`config.mk`:
```
export PLATFORM = sky130hd
export DESIGN_NAME = nv_setting_ctrl
export DESIGN_NICKNAME = d
export VERILOG_FILES = /design/src/rtl/nvs_pkg.sv /design/src/rtl/nvs_busy_timer.sv /design/src/rtl/nvs_store.sv /design/src/rtl/nvs_wiper_ch.sv /design/src/rtl/nv_setting_ctrl.sv
export SDC_FILE = /design/constraint.sdc
export NUM_CORES = 1
export LEC_CHECK = 0
export BUFFER_PORTS_ARGS = -buffer_cell sky130_fd_sc_hd__buf_2
export CELL_PAD_IN_SITES_DETAIL_PLACEMENT = 1
export CELL_PAD_IN_SITES_GLOBAL_PLACEMENT = 1
export CORE_MARGIN = 2
export CORE_UTILIZATION = 30
export DETAILED_ROUTE_END_ITERATION = 7
export HOLD_SLACK_MARGIN = 0.15
export PLACE_DENSITY = 0.56
export SYNTH_ARGS = -nofsm -noshare
export SYNTH_HDL_FRONTEND = slang
export SYNTH_HIERARCHICAL = 1
export SYNTH_SLANG_ARGS = --single-unit
```
`constraint.sdc`:
```
create_clock -name clk -period 5.1 [get_ports clk]
set_input_delay 1.02 -clock clk [delete_from_list [all_inputs] [get_ports clk]]
set_output_delay 1.02 -clock clk [all_outputs]
set_load 0.005 [all_outputs]
```
`src/rtl/nvs_pkg.sv`:
```
package nvs_pkg;

   typedef enum logic [2:0] {
      OP_NOP         = 3'd0,
      OP_RESTORE     = 3'd1,
      OP_SAVE        = 3'd2,
      OP_STORE       = 3'd3,
      OP_RESTORE_ALL = 3'd4,
      OP_READ_STORE  = 3'd5,
      OP_READ_WIPER  = 3'd6,
      OP_WRITE_WIPER = 3'd7
   } nvs_op_e;

   typedef enum logic [2:0] {
      LC_NONE,
      LC_STORE,
      LC_RALL,
      LC_READ,
      LC_PRESET
   } lat_cls_e;

   // latency class used by each accepted command
   function automatic lat_cls_e op_class(input nvs_op_e op);
      case (op)
         OP_SAVE, OP_STORE:            return LC_STORE;
         OP_RESTORE_ALL:               return LC_RALL;
         OP_READ_STORE, OP_READ_WIPER: return LC_READ;
         default:                      return LC_NONE;
      endcase
   endfunction

endpackage

```
`src/rtl/nvs_busy_timer.sv`:
```
module nvs_busy_timer
   import nvs_pkg::*;
#(
   parameter int unsigned LAT_STORE       = 3125000,
   parameter int unsigned LAT_RESTORE_ALL = 125000,
   parameter int unsigned LAT_READ        = 12500,
   parameter int unsigned LAT_PRESET      = 8750
) (
   input  logic     clk,
   input  logic     rst_n,
   input  logic     clear,
   input  logic     start,
   input  lat_cls_e cls,
   output logic     idle
);

   localparam int unsigned MAX_A = (LAT_STORE > LAT_RESTORE_ALL) ? LAT_STORE : LAT_RESTORE_ALL;
   localparam int unsigned MAX_B = (LAT_READ > LAT_PRESET) ? LAT_READ : LAT_PRESET;
   localparam int unsigned MAX_L = (MAX_A > MAX_B) ? MAX_A : MAX_B;
   localparam int unsigned CNT_W = $clog2(MAX_L + 1);

   logic [CNT_W-1:0] cnt_q;
   logic [CNT_W-1:0] load_v;

   always_comb begin
      case (cls)
         LC_STORE:  load_v = CNT_W'(LAT_STORE);
         LC_RALL:   load_v = CNT_W'(LAT_RESTORE_ALL);
         LC_READ:   load_v = CNT_W'(LAT_READ);
         LC_PRESET: load_v = CNT_W'(LAT_PRESET);
         default:   load_v = '0;
      endcase
   end

   always_ff @(posedge clk) begin
      if (!rst_n)              cnt_q <= '0;
      else if (clear)          cnt_q <= '0;
      else if (start)          cnt_q <= load_v;
      else if (cnt_q != '0)    cnt_q <= cnt_q - CNT_W'(1);
   end

   assign idle = (cnt_q == '0);

endmodule

```
`src/rtl/nvs_store.sv`:
```
module nvs_store #(
   parameter int unsigned DATA_W  = 16,
   parameter int unsigned DEPTH   = 16,
   parameter int unsigned NUM_CH  = 2,
   parameter int unsigned WIPER_W = 10,
   parameter int unsigned INIT    = 512,
   localparam int unsigned ADDR_W = $clog2(DEPTH)
) (
   input  logic                             clk,
   input  logic                             we,
   input  logic [ADDR_W-1:0]                waddr,
   input  logic [DATA_W-1:0]                wdata,
   input  logic [ADDR_W-1:0]                raddr,
   output logic [DATA_W-1:0]                rdata,
   output logic [NUM_CH-1:0][WIPER_W-1:0]   ch_pos
);

   localparam int unsigned RSV = DEPTH - 1;

   logic [DATA_W-1:0] row [DEPTH];

   // entries are not reset: they model nonvolatile cells
   for (genvar e = 0; e < DEPTH; e++) begin : g_ent
      if (e == RSV) begin : g_fixed
         assign row[e] = DATA_W'(INIT);
      end else begin : g_cell
         logic [DATA_W-1:0] cell_q = DATA_W'(INIT);
         always_ff @(posedge clk) begin
            if (we && (waddr == ADDR_W'(e))) cell_q <= wdata;
         end
         assign row[e] = cell_q;
      end
   end

   assign rdata = row[raddr];

   for (genvar c = 0; c < NUM_CH; c++) begin : g_chout
      assign ch_pos[c] = row[c][WIPER_W-1:0];
   end

endmodule

```
`src/rtl/nvs_wiper_ch.sv`:
```
module nvs_wiper_ch #(
   parameter int unsigned WIPER_W = 10,
   localparam logic [WIPER_W-1:0] MID = WIPER_W'(1) << (WIPER_W - 1)
) (
   input  logic               clk,
   input  logic               rst_n,
   input  logic               force_mid,
   input  logic               load_en,
   input  logic [WIPER_W-1:0] load_val,
   input  logic               wr_en,
   input  logic [WIPER_W-1:0] wr_val,
   output logic [WIPER_W-1:0] pos
);

   always_ff @(posedge clk) begin
      if (!rst_n)         pos <= MID;
      else if (force_mid) pos <= MID;
      else if (load_en)   pos <= load_val;
      else if (wr_en)     pos <= wr_val;
   end

endmodule

```
`src/rtl/nv_setting_ctrl.sv`:
```
module nv_setting_ctrl
   import nvs_pkg::*;
#(
   parameter int unsigned DATA_W          = 16,
   parameter int unsigned WIPER_W         = 10,
   parameter int unsigned DEPTH           = 16,
   parameter int unsigned NUM_CH          = 2,
   parameter int unsigned LAT_STORE       = 3125000,
   parameter int unsigned LAT_RESTORE_ALL = 125000,
   parameter int unsigned LAT_READ        = 12500,
   parameter int unsigned LAT_PRESET      = 8750,
   localparam int unsigned ADDR_W = $clog2(DEPTH)
) (
   input  logic                            clk,
   input  logic                            rst_n,
   input  logic                            preset_n,
   input  logic                            wprot_n,
   input  logic                            cmd_valid,
   input  logic [2:0]                      cmd_op,
   input  logic [ADDR_W-1:0]               cmd_addr,
   input  logic [DATA_W-1:0]               cmd_data,
   output logic [NUM_CH-1:0][WIPER_W-1:0]  wiper_pos,
   output logic                            ready,
   output logic [DATA_W-1:0]               rd_data,
   output logic                            read_power
);

   localparam int unsigned CH_W = (NUM_CH > 1) ? $clog2(NUM_CH) : 1;
   localparam int unsigned MIDV = 1 << (WIPER_W - 1);
   localparam logic [ADDR_W-1:0] RSV_ADDR = ADDR_W'(DEPTH - 1);

   initial begin
      assert (WIPER_W <= DATA_W) else $error("wiper wider than entry");
      assert ((1 << CH_W) == NUM_CH || NUM_CH == 1) else $error("NUM_CH must be a power of two");
      assert (NUM_CH + 1 < DEPTH) else $error("store too small for channels");
      assert (ADDR_W >= CH_W) else $error("address narrower than channel select");
   end

   logic              pon_q;
   logic              pr_q;
   logic              rpw_q;
   logic [DATA_W-1:0] rd_q;
   logic              timer_idle;

   logic ph_hold, ph_rise, ph_run, acc;
   nvs_op_e           op;
   logic [CH_W-1:0]   ch_sel;
   logic              op_allowed;
   lat_cls_e          cls;
   logic              st_we;
   logic [ADDR_W-1:0] st_waddr;
   logic [DATA_W-1:0] st_wdata;
   logic [DATA_W-1:0] st_rdata;
   logic [NUM_CH-1:0][WIPER_W-1:0] saved_pos;
   logic [WIPER_W-1:0] sel_pos;

   assign op      = nvs_op_e'(cmd_op);
   assign ch_sel  = cmd_addr[CH_W-1:0];
   assign sel_pos = wiper_pos[ch_sel];

   // phase decode, highest priority first: post-reset load, preset hold,
   // preset release, command service
   assign ph_hold = !pon_q && !preset_n;
   assign ph_rise = !pon_q && preset_n && !pr_q;
   assign ph_run  = !pon_q && preset_n && pr_q;
   assign ready   = !pon_q && pr_q && timer_idle;
   assign acc     = ph_run && cmd_valid && timer_idle;

   always_comb begin
      case (op)
         OP_SAVE, OP_WRITE_WIPER: op_allowed = wprot_n;
         OP_STORE:                op_allowed = wprot_n && (cmd_addr != RSV_ADDR);
         default:                 op_allowed = 1'b1;
      endcase
   end

   assign st_we    = acc && op_allowed && ((op == OP_SAVE) || (op == OP_STORE));
   assign st_waddr = (op == OP_SAVE) ? ADDR_W'(ch_sel) : cmd_addr;
   assign st_wdata = (op == OP_SAVE) ? DATA_W'(sel_pos) : cmd_data;
   assign cls      = ph_rise ? LC_PRESET :
                     ((acc && op_allowed) ? op_class(op) : LC_NONE);

   nvs_busy_timer #(
      .LAT_STORE      (LAT_STORE),
      .LAT_RESTORE_ALL(LAT_RESTORE_ALL),
      .LAT_READ       (LAT_READ),
      .LAT_PRESET     (LAT_PRESET)
   ) u_timer (
      .clk  (clk),
      .rst_n(rst_n),
      .clear(ph_hold),
      .start(ph_rise || acc),
      .cls  (cls),
      .idle (timer_idle)
   );

   nvs_store #(
      .DATA_W (DATA_W),
      .DEPTH  (DEPTH),
      .NUM_CH (NUM_CH),
      .WIPER_W(WIPER_W),
      .INIT   (MIDV)
   ) u_store (
      .clk   (clk),
      .we    (st_we),
      .waddr (st_waddr),
      .wdata (st_wdata),
      .raddr (cmd_addr),
      .rdata (st_rdata),
      .ch_pos(saved_pos)
   );

   for (genvar c = 0; c < NUM_CH; c++) begin : g_ch
      logic hit;
      logic ld;
      logic wr;
      assign hit = (ch_sel == CH_W'(c));
      assign ld  = pon_q || ph_rise ||
                   (acc && ((op == OP_RESTORE_ALL) || ((op == OP_RESTORE) && hit)));
      assign wr  = acc && op_allowed && (op == OP_WRITE_WIPER) && hit;

      nvs_wiper_ch #(
         .WIPER_W(WIPER_W)
      ) u_ch (
         .clk      (clk),
         .rst_n    (rst_n),
         .force_mid(ph_hold),
         .load_en  (ld),
         .load_val (saved_pos[c]),
         .wr_en    (wr),
         .wr_val   (cmd_data[WIPER_W-1:0]),
         .pos      (wiper_pos[c])
      );
   end

   always_ff @(posedge clk) begin
      if (!rst_n) begin
         pon_q <= 1'b1;
         pr_q  <= 1'b1;
         rpw_q <= 1'b0;
         rd_q  <= '0;
      end else begin
         pon_q <= 1'b0;
         pr_q  <= preset_n;
         if (acc) begin
            case (op)
               OP_READ_STORE: rd_q  <= st_rdata;
               OP_READ_WIPER: rd_q  <= DATA_W'(sel_pos);
               OP_RESTORE:    rpw_q <= 1'b1;
               OP_NOP:        rpw_q <= 1'b0;
               default: ;
            endcase
         end
      end
   end

   assign rd_data    = rd_q;
   assign read_power = rpw_q;

endmodule

```
==> run summary, run 1 <==
FLOORPLAN
---------------------------------------------------------------------------------------
Core ar.                                                                    0.04393 mm²
# rows                                                                               77
DIE WIDTH                                                                      214.5 µm
Height of the die                                                              214.5 µm
IO Count                                                                             66
Starting utilization of the core area                                            30.25%
Area of the die                                                             0.04600 mm²

SETUP PATH
---------------------------------------------------------------------------------------
Kind of cell with the highest combined delay on the critical path          simple AND/OR/NAND/NOR gates
Max incr delay on CP                                                            0.53 ns
Required arrival time at the worst endpoint                                     5.32 ns
Highest net fanout along the worst path                                              15
Endpoint of the lowest-slack register-to-register path                     u_store/g_ent[0].g_cell.cell_q[13]
Setup slack on the worst flop-to-flop path                                      0.98 ns
Critical setup path kind                                                        reg2reg
Number of cells traversed by the worst register-to-register path                     13
Element type at the critical path end                                         flip-flop
Critical register-to-register path startpoint                              u_timer/cnt_q[0]
Type of element launching the critical path                                   flip-flop
Crit path arrival time                                                          4.34 ns
Sequence of cells on the critical path                                     inv_1 -> ha_1 -> nor4b_1 -> buf_4 -> nand2_1 -> nor4_1 -> and4b_1 -> nand2_1 -> a2111oi_0 -> buf_4 -> or3b_2 -> nor3_2 -> buf_12
Crit path buf inv count                                                               4
Slowest library cell on the worst path                                     sky130_fd_sc_hd__or3b_2

ROUTING
---------------------------------------------------------------------------------------
Number of routed nets with antenna violations                                         0
Count of vias placed by the detailed router                                        8101
Final WL                                                                       36120 µm
Number of design rule violations left after detail routing                            0
Number of violations reported at the end of detailed-routing iteration 0            591
Number of vias per cell                                                           5.001
Pre-Repair DR Iteration Count                                                         4
Avg WL per Cell                                                                22.30 µm

CTS
---------------------------------------------------------------------------------------
Clock tree from TritonCTS                                                          done
Worst-path clk slew                                                             0.05 ns
CTS Hold Bufs                                                                         0
Clock buffers created by TritonCTS                                                   36
Root buffer cell                                                           sky130_fd_sc_hd__clkbuf_16
CTS H-tree lvls                                                                       2
Number of buffers between clock root and the deepest sink                             3
Post-CTS Setup Repair Bufs                                                            0
CTS resizes                                                                           0
Skew-Pair Late Insertion Delay                                                  0.52 ns
TritonCTS Sinks                                                                     301

JOB
---------------------------------------------------------------------------------------
MaxCap Viol Count                                                                     0

SYNTH
---------------------------------------------------------------------------------------
Nets in the synthesized netlist                                                     956
Synth area leader                                                          sky130_fd_sc_hd__edfxtp_1
Mean post-synth cell area                                                     14.34 µm²
Top flip-flop cell by instance count after synthesis                       sky130_fd_sc_hd__edfxtp_1
Synthesized area                                                            0.01329 mm²
Dominant cell by count in the synthesized netlist                          sky130_fd_sc_hd__edfxtp_1
Flip-flop and latch count after synthesis                                           301
Area share of the largest cell type after synthesis                              54.23%
Distinct cell type count after synthesis                                             69
Share of synthesized area occupied by flip-flops and latches                     63.42%
Synth area leaders                                                         sky130_fd_sc_hd__edfxtp_1 (54%), sky130_fd_sc_hd__dfxtp_1 (9.2%), sky130_fd_sc_hd__mux4_2 (5.3%)
Share of async-settable or async-resettable flops after synthesis                    0%
Syn Inst Count                                                                      927
Commonest cells in the netlist                                             sky130_fd_sc_hd__edfxtp_1 (240), sky130_fd_sc_hd__dfxtp_1 (61), sky130_fd_sc_hd__mux2i_1 (50), sky130_fd_sc_hd__nor2_1 (50), sky130_fd_sc_hd__a21oi_1 (43)
Number of enable flip-flop cells after synthesis                                    240
Count of yosys warnings during synthesis                                              6

WORST HOLD PATH
---------------------------------------------------------------------------------------
Worst hold start                                                            rd_data[14]
Endpoint of the worst hold path                                             rd_data[14]
Min-delay worst type                                                            reg2reg
Worst hold path depth                                                                 2

TIMING
---------------------------------------------------------------------------------------
Crit path time final                                                           4.118 ns
Final setup skew                                                             0.01198 ns
Final Hold Vio Count                                                                  0
Timing-limited maximum frequency                                              242.8 MHz
Final sum of negative setup slack                                                  0 ns
RSZ-0062 raised after global routing                                                 no
Final setup viols                                                                     0
Max Slew Vio Count                                                                    0
Relative slew margins                                                            21.57%
Share of the clock period used by the worst path                                 80.74%
Worst Max-Slew Pin Slew                                                        1.176 ns

POWER AND IR DROP
---------------------------------------------------------------------------------------
Static leakage                                                              0.005452 µW
Maximum resistive drop on vdd                                               0.0002354 V
Total power density per cell area                                          412.2 mW/mm²

FINAL LAYOUT
---------------------------------------------------------------------------------------
Final std cells w/o fill                                                           1620
Combined area of the multi-input logic cells                               0.004364 mm²
FILL cells                                                                         4610
Final design utilization                                                         35.16%
Post-route standard cell area excluding fillers                             0.01544 mm²
Area growth syn-to-layout                                                        16.21%
Count of nets after finishing                                                      1030
Ratio of cells with drive above 1 in the final layout                            26.17%
Area used by sequential logic in the layout                                0.008428 mm²
Ant diodes                                                                            0

PLACEMENT
---------------------------------------------------------------------------------------
DP Wirelength                                                                  23700 µm
Number of port buffers                                                               65
GP Congestion                                                                    0.8123
Post-DP Area                                                                0.01434 mm²
Total instance count after detailed placement                                      1555

GRT
---------------------------------------------------------------------------------------
Global route overflow                                                                 0
Via count of the first global-routing pass                                         8525
First-pass GRT wire length                                                     55290 µm
Total routing resource utilization after global routing                          15.78%
Initial antenna violation count                                                       1
Largest net degree at the start of global routing                                    68

RUN STATUS
---------------------------------------------------------------------------------------
Run status                                                                    completed

-- cell families (layout without fill, tap and decap cells) --
group                    after synthesis  in the layout  share of synthesized area (%)
AO/OA/AOI/OAI                        180            180                          8.953
multiplexers                         125            125                          13.37
XOR/XNOR                               8              8                         0.5272
AND/OR/NAND/NOR                      217            217                          9.367
flip-flops                           301            301                          63.42
adder cells (fa/ha/maj)                1              1                        0.09413
buffers and inverters                 95            196                          4.274
-- registers in the layout (all words and copies together) (netlist names) --
register / flops
u_store/g_ent.g_cell.cell_q: 240
pon_q: 1
pr_q: 1
g_ch.u_ch/pos: 20
rd_data: 16
u_timer/cnt_q: 22
read_power: 1
-- where the power goes --
group / total [µW] / switching [µW] / internal, µW
Combinational: 1110 / 691 / 424
Clock: 2410 / 1000 / 1410
Sequential: 2840 / 90.7 / 2750
Total: 6370 / 1790 / 4580
-- metrics by stage --
step                      worst slack [ns]  power (µW)  hold slack [ns]
after floorplan                     0.6117        3682           0.4511
after global placement               1.114        3993           0.4573
after detailed placement            0.9896        4004           0.4617
after CTS                           0.9407        6438           0.4695
after global routing                0.7258        6659           0.5087
final                               0.9821        6367           0.4605
-- layout make-up --
class | count | share of cell area, %
clock inverters | 20 | 0.8506
well taps | 592 | 4.796
multi-input cells | 531 | 28.26
repair buffers | 111 | 4.723
clock buffers | 45 | 6.319
inverters | 20 | 0.4861
flip-flops and latches | 301 | 54.57
-- cells in the final DEF (no fill, tap or decap), types with 6 or more instances in the layout --
cell type / netlist / routed
sky130_fd_sc_hd__mux2i_1: 50 / 50
sky130_fd_sc_hd__dfxtp_1: 61 / 61
sky130_fd_sc_hd__or3_1: 7 / 7
sky130_fd_sc_hd__mux4_2: 31 / 31
sky130_fd_sc_hd__clkbuf_16: 0 / 37
sky130_fd_sc_hd__o21ai_1: 13 / 13
sky130_fd_sc_hd__buf_4: 24 / 43
sky130_fd_sc_hd__o21ai_0: 27 / 27
sky130_fd_sc_hd__inv_1: 20 / 20
sky130_fd_sc_hd__nor2_1: 50 / 40
sky130_fd_sc_hd__nor3_1: 27 / 21
sky130_fd_sc_hd__buf_2: 21 / 63
sky130_fd_sc_hd__nand3b_1: 6 / 6
sky130_fd_sc_hd__nor4_1: 6 / 6
sky130_fd_sc_hd__nand2b_1: 27 / 27
sky130_fd_sc_hd__edfxtp_1: 240 / 240
sky130_fd_sc_hd__nor2b_1: 17 / 17
sky130_fd_sc_hd__nand4b_1: 7 / 7
sky130_fd_sc_hd__a31oi_1: 24 / 24
sky130_fd_sc_hd__mux2_2: 25 / 25
sky130_fd_sc_hd__xnor2_1: 6 / 6
sky130_fd_sc_hd__clkbuf_1: 17 / 6
sky130_fd_sc_hd__and2_1: 15 / 15
sky130_fd_sc_hd__o22ai_1: 15 / 15
sky130_fd_sc_hd__nor2_2: 0 / 10
sky130_fd_sc_hd__nand3_1: 12 / 12
sky130_fd_sc_hd__o311ai_0: 12 / 12
sky130_fd_sc_hd__clkinv_1: 0 / 10
sky130_fd_sc_hd__nand2_1: 18 / 18
sky130_fd_sc_hd__a21oi_1: 43 / 43
sky130_fd_sc_hd__nor3_2: 2 / 8
sky130_fd_sc_hd__o211a_1: 18 / 18
sky130_fd_sc_hd__mux2_4: 18 / 18
-- layer usage --
| layer | up-vias | GRT usage, % | part of all wire, % |
|---|---|---|---|
| met5 | - | 0 | 0 |
| met2 | 166 | 25.63 | 47 |
| met3 | 39 | 2.525 | 4.3 |
| li1 | 3719 | - | - |
| met4 | 0 | 3.310 | 1.5 |
| met1 | 4177 | 22.32 | 48 |
-- worst max path at each step --
stage | startpoint | to | slack (ns) | depth (start not counted)
after CTS | u_timer/cnt_q[12] | u_store/g_ent[0].g_cell.cell_q[13] | 0.94 | 10
after floorplan | u_timer/cnt_q[0] | u_store/g_ent[0].g_cell.cell_q[0] | 0.61 | 10
after global routing | u_timer/cnt_q[12] | u_store/g_ent[0].g_cell.cell_q[13] | 0.73 | 10
after detailed placement | u_timer/cnt_q[12] | u_store/g_ent[0].g_cell.cell_q[7] | 0.99 | 10
after global placement | u_timer/cnt_q[0] | u_store/g_ent[0].g_cell.cell_q[7] | 1.11 | 13
final | u_timer/cnt_q[0] | u_store/g_ent[0].g_cell.cell_q[13] | 0.98 | 13
-- worst register-to-register path, delay by kind of cell, from the launching register on --
family | cells | cell delay (ns)
flip-flops | 1 | 0.32
buffers and inverters | 4 | 0.72
AND/OR/NAND/NOR | 7 | 2.14
adder cells (fa/ha/maj) | 1 | 0.21
AO/OA/AOI/OAI | 1 | 0.42
Power figures use the tool's default switching activity.
==> run 2: changes to the inputs <==
ABC_AREA = 1   (was default)
PLACE_DENSITY = 0.62   (was 0.56)
clock period = 3.41 ns   (was 5.1 ns; I/O delays follow)
==> run summary, run 2 <==
SETUP PATH
---------------------------------------------------------------------------------------
Required arrival time at the worst endpoint                                     3.65 ns   -1.67 ns
Critical register-to-register path startpoint                              u_timer/cnt_q[0]
Element type at the critical path end                                         flip-flop
Type of element launching the critical path                                   flip-flop
Capturing element of the worst setup path                                  u_store/g_ent[7].g_cell.cell_q[6]
Setup slack on the worst flop-to-flop path                                      0.34 ns   -0.64 ns
Endpoint of the lowest-slack register-to-register path                     u_store/g_ent[7].g_cell.cell_q[6]
Critical setup path kind                                                        reg2reg
Number of cells traversed by the worst register-to-register path                     14   +1
Highest net fanout along the worst path                                              10   -5
Crit path arrival time                                                          3.30 ns   -1.04 ns
Crit path from                                                             u_timer/cnt_q[0]

FINAL LAYOUT
---------------------------------------------------------------------------------------
Flip-flop count of the largest register after layout                                240   unchanged
Ratio of cells with drive above 1 in the final layout                            12.63%   -14 points
Commonest cells after routing, fill and taps aside                         sky130_fd_sc_hd__nand2_1 (558), sky130_fd_sc_hd__nand3_1 (245), sky130_fd_sc_hd__edfxtp_1 (240)
Count of nets after finishing                                                      1737   +69%
Area growth syn-to-layout                                                        15.61%
Ant diodes                                                                            0   unchanged
Register with the highest flop count                                       u_store/g_ent.g_cell.cell_q
Most frequent standard cell in the layout excluding fill and tap cells     sky130_fd_sc_hd__nand2_1
Top Registers                                                              u_store/g_ent.g_cell.cell_q: 240 flops, u_timer/cnt_q: 22 flops, g_ch.u_ch/pos: 20 flops
Post-route standard cell area excluding fillers                             0.01655 mm²   +7.2%

POWER AND IR DROP
---------------------------------------------------------------------------------------
Switching power of the nets                                                     3313 µW   +85%
Maximum resistive drop on vdd                                               0.0003165 V   +34%
Total power density per cell area                                          632.5 mW/mm²   +53%
Static leakage                                                              0.007412 µW   +36%
Sw frac                                                                          31.64%   +3.6 points
Sequential Power Share                                                            40.6%   -4.0 points
Internal Pwr Total                                                              7156 µW   +56%
Part of the total power dissipated in combinational logic                         21.8%   +4.3 points
Fraction of power consumed by the clock network                                   37.6%   -0.3 points

FLOORPLAN
---------------------------------------------------------------------------------------
Starting utilization of the core area                                            30.18%   -0.075 points
Height of the die                                                              222.5 µm   +3.7%
IO Count                                                                             66   unchanged
Area of the die                                                             0.04949 mm²   +7.6%
DIE WIDTH                                                                      222.5 µm   +3.7%
Core ar.                                                                    0.04745 mm²   +8.0%
# rows                                                                               80   +3.9%

WORST HOLD PATH
---------------------------------------------------------------------------------------
Min-delay worst type                                                             in2reg

GRT
---------------------------------------------------------------------------------------
Largest net degree at the start of global routing                                    75   +10%
Via count of the first global-routing pass                                        11519   +35%
First-pass GRT wire length                                                     68620 µm   +24%
GR Layer Usage met1                                                              25.58%   +3.3 points
Global route overflow                                                                 0   unchanged
Met2 demand-to-capacity share in global routing                                  29.22%   +3.6 points
Most used routing layer                                                            met2
Initial antenna violation count                                                       0   -1
Met3 track demand over resource in global routing                                2.923%   +0.40 points
Total routing resource utilization after global routing                          18.20%   +2.4 points

RUN STATUS
---------------------------------------------------------------------------------------
Run status                                                                    completed

CTS
---------------------------------------------------------------------------------------
Worst-path clk slew                                                             0.06 ns   about the same
Number of buffers between clock root and the deepest sink                             3   unchanged
CTS resizes                                                                           0   unchanged
CTS H-tree lvls                                                                       2   unchanged
CTS Hold Bufs                                                                         0   unchanged
Post-CTS Setup Repair Bufs                                                            0   unchanged
TritonCTS Sinks                                                                     301   unchanged
Clock tree from TritonCTS                                                          done
Skew-Pair Late Insertion Delay                                                  0.56 ns   +0.04 ns
Root buffer cell                                                           sky130_fd_sc_hd__clkbuf_16
Clock buffers created by TritonCTS                                                   37   +2.8%

PLACEMENT
---------------------------------------------------------------------------------------
DP Wirelength                                                                  31560 µm   +33%
Dpl ws                                                                        0.3353 ns   -0.6543 ns
Number of port buffers                                                               65   unchanged
Post-DP Area                                                                0.01536 mm²   +7.1%
GP Congestion                                                                    0.8392   +3.3%

JOB
---------------------------------------------------------------------------------------
MaxCap Viol Count                                                                     0   unchanged

ROUTING
---------------------------------------------------------------------------------------
Pre-Repair DR Iteration Count                                                         5   +1
Count of vias placed by the detailed router                                       11162   +38%
Number of violations reported at the end of detailed-routing iteration 0            872   +48%
Avg WL per Cell                                                                19.05 µm   -15%
Number of design rule violations left after detail routing                            0   unchanged
Final WL                                                                       44750 µm   +24%
Number of vias per cell                                                           4.752   -5.0%
Number of routed nets with antenna violations                                         0   unchanged

TIMING
---------------------------------------------------------------------------------------
Crit path time final                                                           3.066 ns   -1.051 ns
Max Slew Vio Count                                                                    0   unchanged
Worst Setup Slack, final                                                      0.3436 ns   -0.6385 ns
Final setup viols                                                                     0   unchanged
Timing-limited maximum frequency                                              326.1 MHz   +34%
Final setup skew                                                             0.02713 ns   +0.01515 ns
Relative slew margins                                                            44.29%   +23 points
RSZ-0062 raised after global routing                                                 no
Worst Max-Slew Pin Slew                                                       0.8337 ns   -0.3427 ns
Final sum of negative setup slack                                                  0 ns   unchanged
Final Hold Vio Count                                                                  0   unchanged
Share of the clock period used by the worst path                                 89.93%   +9.2 points

SYNTH
---------------------------------------------------------------------------------------
Synth area leader                                                          sky130_fd_sc_hd__edfxtp_1
Syn Inst Count                                                                     1636   +76%
Commonest cells in the netlist                                             sky130_fd_sc_hd__nand2_1 (558), sky130_fd_sc_hd__nand3_1 (245), sky130_fd_sc_hd__edfxtp_1 (240)
Synthesized area                                                            0.01432 mm²   +7.7%
Dominant cell by count in the synthesized netlist                          sky130_fd_sc_hd__nand2_1
Area share of the largest cell type after synthesis                              50.34%   -3.9 points
Synth area leaders                                                         sky130_fd_sc_hd__edfxtp_1 (50%), sky130_fd_sc_hd__nand2_1 (15%), sky130_fd_sc_hd__nand3_1 (8.6%)
Top flip-flop cell by instance count after synthesis                       sky130_fd_sc_hd__edfxtp_1
Number of enable flip-flop cells after synthesis                                    240   unchanged
Count of yosys warnings during synthesis                                              6   unchanged
Nets in the synthesized netlist                                                    1665   +74%
Distinct cell type count after synthesis                                             33   -52%
Mean post-synth cell area                                                     8.752 µm²   -39%
Share of async-settable or async-resettable flops after synthesis                    0%   unchanged
Flip-flop and latch count after synthesis                                           301   unchanged
Share of synthesized area occupied by flip-flops and latches                     58.87%   -4.5 points

==> run 2: cells by family after synthesis <==
logic type               after synthesis  share of synthesized area (%)
AO/OA/AOI/OAI                         44                          1.617
XOR/XNOR                               6                         0.3670
adder cells (fa/ha/maj)                1                        0.08738
buffers and inverters                328                          10.44
flip-flops                           301                          58.87
AND/OR/NAND/NOR                      956                          28.62
==> run 2: layout make-up <==
class / count / area (µm²)
Multi-Input combinational cell: 1007 / 4414
Clock buffer: 45 / 965.9
Tap cell: 615 / 769.5
Inverter: 241 / 905.9
Fill cell: 5588 / 30890
Clock inverter: 20 / 227.7
Sequential cell: 301 / 8428
Timing Repair Buffer: 120 / 840.8
==> run 2: worst min-delay path by stage <==
stage	from	to	depth (start not counted)
2_1_floorplan	read_power	read_power	2
4_1_cts	preset_n	pr_q	3
5_1_grt	preset_n	pr_q	3
3_5_place_dp	read_power	read_power	2
6_report	preset_n	pr_q	3
3_3_place_gp	read_power	read_power	2
==> run 2: per-layer routing <==
metal | wire length, µm | vias up
met5 | 0 | -
met4 | 913 | 0
met3 | 1902 | 64
met2 | 20650 | 210
met1 | 21280 | 5538
li1 | - | 5350
==> run 2: power by group through the flow <==
| stage | logic (µW) | clock network, µW | registers, µW |
|---|---|---|---|
| after detailed placement | 2290 | 0 | 4330 |
| after global routing | 2590 | 4200 | 4270 |
| after global placement | 2240 | 0 | 4320 |
| final | 2280 | 3930 | 4250 |
| after CTS | 2310 | 4050 | 4250 |
| after floorplan | 1680 | 0 | 4290 |
==> run 2: worst max-delay path, cell delays in order (launching register included) <==
cell                       delay (ns)
sky130_fd_sc_hd__dfxtp_1         0.31
sky130_fd_sc_hd__inv_1           0.09
sky130_fd_sc_hd__ha_1            0.21
sky130_fd_sc_hd__nand2_2         0.14
sky130_fd_sc_hd__nor2_8          0.22
sky130_fd_sc_hd__nand3_4         0.10
sky130_fd_sc_hd__nor3_1          0.29
sky130_fd_sc_hd__nand2_1         0.17
sky130_fd_sc_hd__nor3_4          0.19
sky130_fd_sc_hd__nand2_1         0.11
sky130_fd_sc_hd__nor2_1          0.10
sky130_fd_sc_hd__buf_4           0.16
sky130_fd_sc_hd__nand3b_1        0.25
sky130_fd_sc_hd__nor2_2          0.20
sky130_fd_sc_hd__buf_4           0.22
==> run 2: per-stage QoR <==
stage	hold slack [ns]	utilization, %	total power, µW	std cells
4_1_cts	0.3558	34.89	10610	2349
3_5_place_dp	0.4622	32.37	6620	2284
6_report	0.3824	34.89	10470	2349
3_3_place_gp	0.4460	32.37	6564	2284
2_1_floorplan	0.4373	-	5965	1636
5_1_grt	0.3987	34.89	11050	2349
==> run 3: changes to the inputs <==
REMOVE_ABC_BUFFERS = 1   (was default)
==> run summary, run 3 (same netlist as run 2, synthesis figures left out) <==
RUN STATUS
---------------------------------------------------------------------------------------
Run status                                                                    completed

ROUTING
---------------------------------------------------------------------------------------
Total length of routed met3 wires                                               1410 µm   -26%
Avg WL per Cell                                                                18.02 µm   -5.4%
Count of vias placed by the detailed router                                       10942   -2.0%
Pre-Repair DR Iteration Count                                                         5   unchanged
WL met2                                                                        21050 µm   +2.0%
Met1 WL                                                                        18780 µm   -12%
Uppermost layer routed                                                             met4
Number of design rule violations left after detail routing                            0   unchanged
Number of violations reported at the end of detailed-routing iteration 0            632   -28%
Number of routed nets with antenna violations                                         0   unchanged
Final WL                                                                       42320 µm   -5.4%
Number of vias per cell                                                           4.660   -1.9%

PLACEMENT
---------------------------------------------------------------------------------------
GP Congestion                                                                    0.8154   -2.8%
Post-DP Area                                                                0.01532 mm²   -0.23%
Dpl ws                                                                        0.3819 ns   +0.04657 ns
Number of port buffers                                                               65   unchanged
DP Wirelength                                                                  28730 µm   -9.0%

TIMING
---------------------------------------------------------------------------------------
Hold slack                                                                    0.3873 ns   +0.004897 ns
Worst Max-Slew Pin Slew                                                       0.8879 ns   +0.05418 ns
Crit path time final                                                           3.049 ns   -0.01707 ns
Final sum of negative setup slack                                                  0 ns   unchanged
Max Slew Vio Count                                                                    0   unchanged
Worst Setup Slack, final                                                      0.3606 ns   +0.01707 ns
Final Hold Vio Count                                                                  0   unchanged
Final setup viols                                                                     0   unchanged
Share of the clock period used by the worst path                                 89.42%   -0.50 points
Final setup skew                                                             0.02362 ns   -0.003512 ns
RSZ-0062 raised after global routing                                                 no
Relative slew margins                                                            40.59%   -3.7 points
Timing-limited maximum frequency                                              327.9 MHz   +0.56%

CTS
---------------------------------------------------------------------------------------
Skew-Pair Late Insertion Delay                                                  0.53 ns   -0.03 ns
Clock tree from TritonCTS                                                          done
CTS Hold Bufs                                                                         0   unchanged
Clock buffers created by TritonCTS                                                   35   -5.4%
Root buffer cell                                                           sky130_fd_sc_hd__clkbuf_16
CTS resizes                                                                           0   unchanged
TritonCTS Sinks                                                                     301   unchanged
Number of buffers between clock root and the deepest sink                             3   unchanged
CTS H-tree lvls                                                                       2   unchanged
Post-CTS Setup Repair Bufs                                                            0   unchanged
Worst-path clk slew                                                             0.06 ns   about the same

FINAL LAYOUT
---------------------------------------------------------------------------------------
Flip-flop count of the largest register after layout                                240   unchanged
Ratio of cells with drive above 1 in the final layout                            12.30%   -0.33 points
Register with the highest flop count                                       u_store/g_ent.g_cell.cell_q
Top Registers                                                              u_store/g_ent.g_cell.cell_q: 240 flops, u_timer/cnt_q: 22 flops, g_ch.u_ch/pos: 20 flops
Commonest cells after routing, fill and taps aside                         sky130_fd_sc_hd__nand2_1 (558), sky130_fd_sc_hd__nand3_1 (245), sky130_fd_sc_hd__edfxtp_1 (240)
Post-route standard cell area excluding fillers                             0.01639 mm²   -0.96%
Area growth syn-to-layout                                                        14.50%
FILL cells                                                                         5639   +0.91%
Most frequent standard cell in the layout excluding fill and tap cells     sky130_fd_sc_hd__nand2_1
Count of nets after finishing                                                      1735   -0.12%

POWER AND IR DROP
---------------------------------------------------------------------------------------
Switching power of the nets                                                     3150 µW   -4.9%
Part of the total power dissipated in combinational logic                         22.2%   +0.4 points
Fraction of power consumed by the clock network                                   35.3%   -2.3 points
Total power density per cell area                                          609.4 mW/mm²   -3.7%
Sw frac                                                                          31.53%   -0.11 points
Internal Pwr Total                                                              6839 µW   -4.4%
Static leakage                                                              0.007349 µW   -0.85%
Maximum resistive drop on vdd                                               0.0002916 V   -7.8%
Sequential Power Share                                                            42.5%   +1.9 points

GRT
---------------------------------------------------------------------------------------
Global route overflow                                                                 0   unchanged
First-pass GRT wire length                                                     66070 µm   -3.7%
Total routing resource utilization after global routing                          17.23%   -0.97 points
Initial antenna violation count                                                       0   unchanged
Largest net degree at the start of global routing                                    79   +5.3%
Via count of the first global-routing pass                                        11452   -0.58%

JOB
---------------------------------------------------------------------------------------
MaxCap Viol Count                                                                     0   unchanged

SETUP PATH
---------------------------------------------------------------------------------------
Number of cells traversed by the worst register-to-register path                     14   unchanged
Setup slack on the worst flop-to-flop path                                      0.36 ns   +0.02 ns
Type of element launching the critical path                                   flip-flop
Required arrival time at the worst endpoint                                     3.62 ns   -0.03 ns
Endpoint of the lowest-slack register-to-register path                     u_store/g_ent[14].g_cell.cell_q[14]
Crit path arrival time                                                          3.26 ns   -0.04 ns
Element type at the critical path end                                         flip-flop
Capturing element of the worst setup path                                  u_store/g_ent[14].g_cell.cell_q[14]
Highest net fanout along the worst path                                               9   -1
Critical setup path kind                                                        reg2reg
Crit path from                                                             u_timer/cnt_q[0]
Critical register-to-register path startpoint                              u_timer/cnt_q[0]

FLOORPLAN
---------------------------------------------------------------------------------------
DIE WIDTH                                                                      222.5 µm   unchanged
# rows                                                                               80   unchanged
Area of the die                                                             0.04949 mm²   unchanged
IO Count                                                                             66   unchanged
Starting utilization of the core area                                            30.18%   unchanged
Height of the die                                                              222.5 µm   unchanged
Core ar.                                                                    0.04745 mm²   unchanged

WORST HOLD PATH
---------------------------------------------------------------------------------------
Min-delay worst type                                                             in2reg

[run 3: power groups by stage]
stage / registers [µW] / logic, µW / clock network, µW
floorplan: 4290 / 1590 / 0
global placement: 4320 / 2190 / 0
detailed placement: 4330 / 2240 / 0
CTS: 4250 / 2250 / 3640
global route: 4270 / 2530 / 3760
finish: 4250 / 2220 / 3520
[run 3: area by class of cell]
cell class / instances / area (µm²) / area share [%]
Inverter: 241 / 905.9 / 5.526
Sequential cell: 301 / 8428 / 51.41
Multi-Input combinational cell: 1007 / 4404 / 26.87
Tap cell: 615 / 769.5 / 4.694
Antenna cell: 1 / 2.502 / 0.01526
Timing Repair Buffer: 120 / 815.8 / 4.976
Clock buffer: 42 / 922.1 / 5.625
Clock inverter: 21 / 145.1 / 0.8854
[run 3: worst max-delay path: stages (launching register included)]
cell and delay [ns]:
sky130_fd_sc_hd__dfxtp_1 0.31, sky130_fd_sc_hd__inv_1 0.09, sky130_fd_sc_hd__ha_1 0.22, sky130_fd_sc_hd__nand2_2 0.14, sky130_fd_sc_hd__nor2_8 0.21, sky130_fd_sc_hd__nand3_4 0.10
sky130_fd_sc_hd__nor3_1 0.23, sky130_fd_sc_hd__nand2_1 0.16, sky130_fd_sc_hd__nor3_4 0.20, sky130_fd_sc_hd__nand2_1 0.12, sky130_fd_sc_hd__nor2_1 0.10, sky130_fd_sc_hd__buf_4 0.15
sky130_fd_sc_hd__nand3_1 0.14, sky130_fd_sc_hd__nor2_1 0.26, sky130_fd_sc_hd__buf_4 0.26
[run 3: through the flow]
| stage | total power [µW] | cells | utilization, % |
|---|---|---|---|
| after floorplan | 5876 | 1549 | - |
| after global placement | 6516 | 2284 | 32.30 |
| after detailed placement | 6565 | 2284 | 32.30 |
| after CTS | 10140 | 2347 | 34.55 |
| after global routing | 10570 | 2347 | 34.55 |
| final | 9989 | 2348 | 34.55 |
[run 3: metal layers]
layer	GRT usage, %	vias up
met4	5.477	0
met3	2.539	69
met5	0	-
met1	21.60	5378
met2	30.51	155
li1	-	5340
[run 3: how the worst min path moves through the flow]
stage | start | to | cells after the start
after floorplan | read_power | read_power | 2
after global placement | u_timer/cnt_q[0] | u_timer/cnt_q[0] | 2
after detailed placement | read_power | read_power | 2
after CTS | preset_n | pr_q | 3
after global routing | preset_n | pr_q | 3
final | preset_n | pr_q | 3
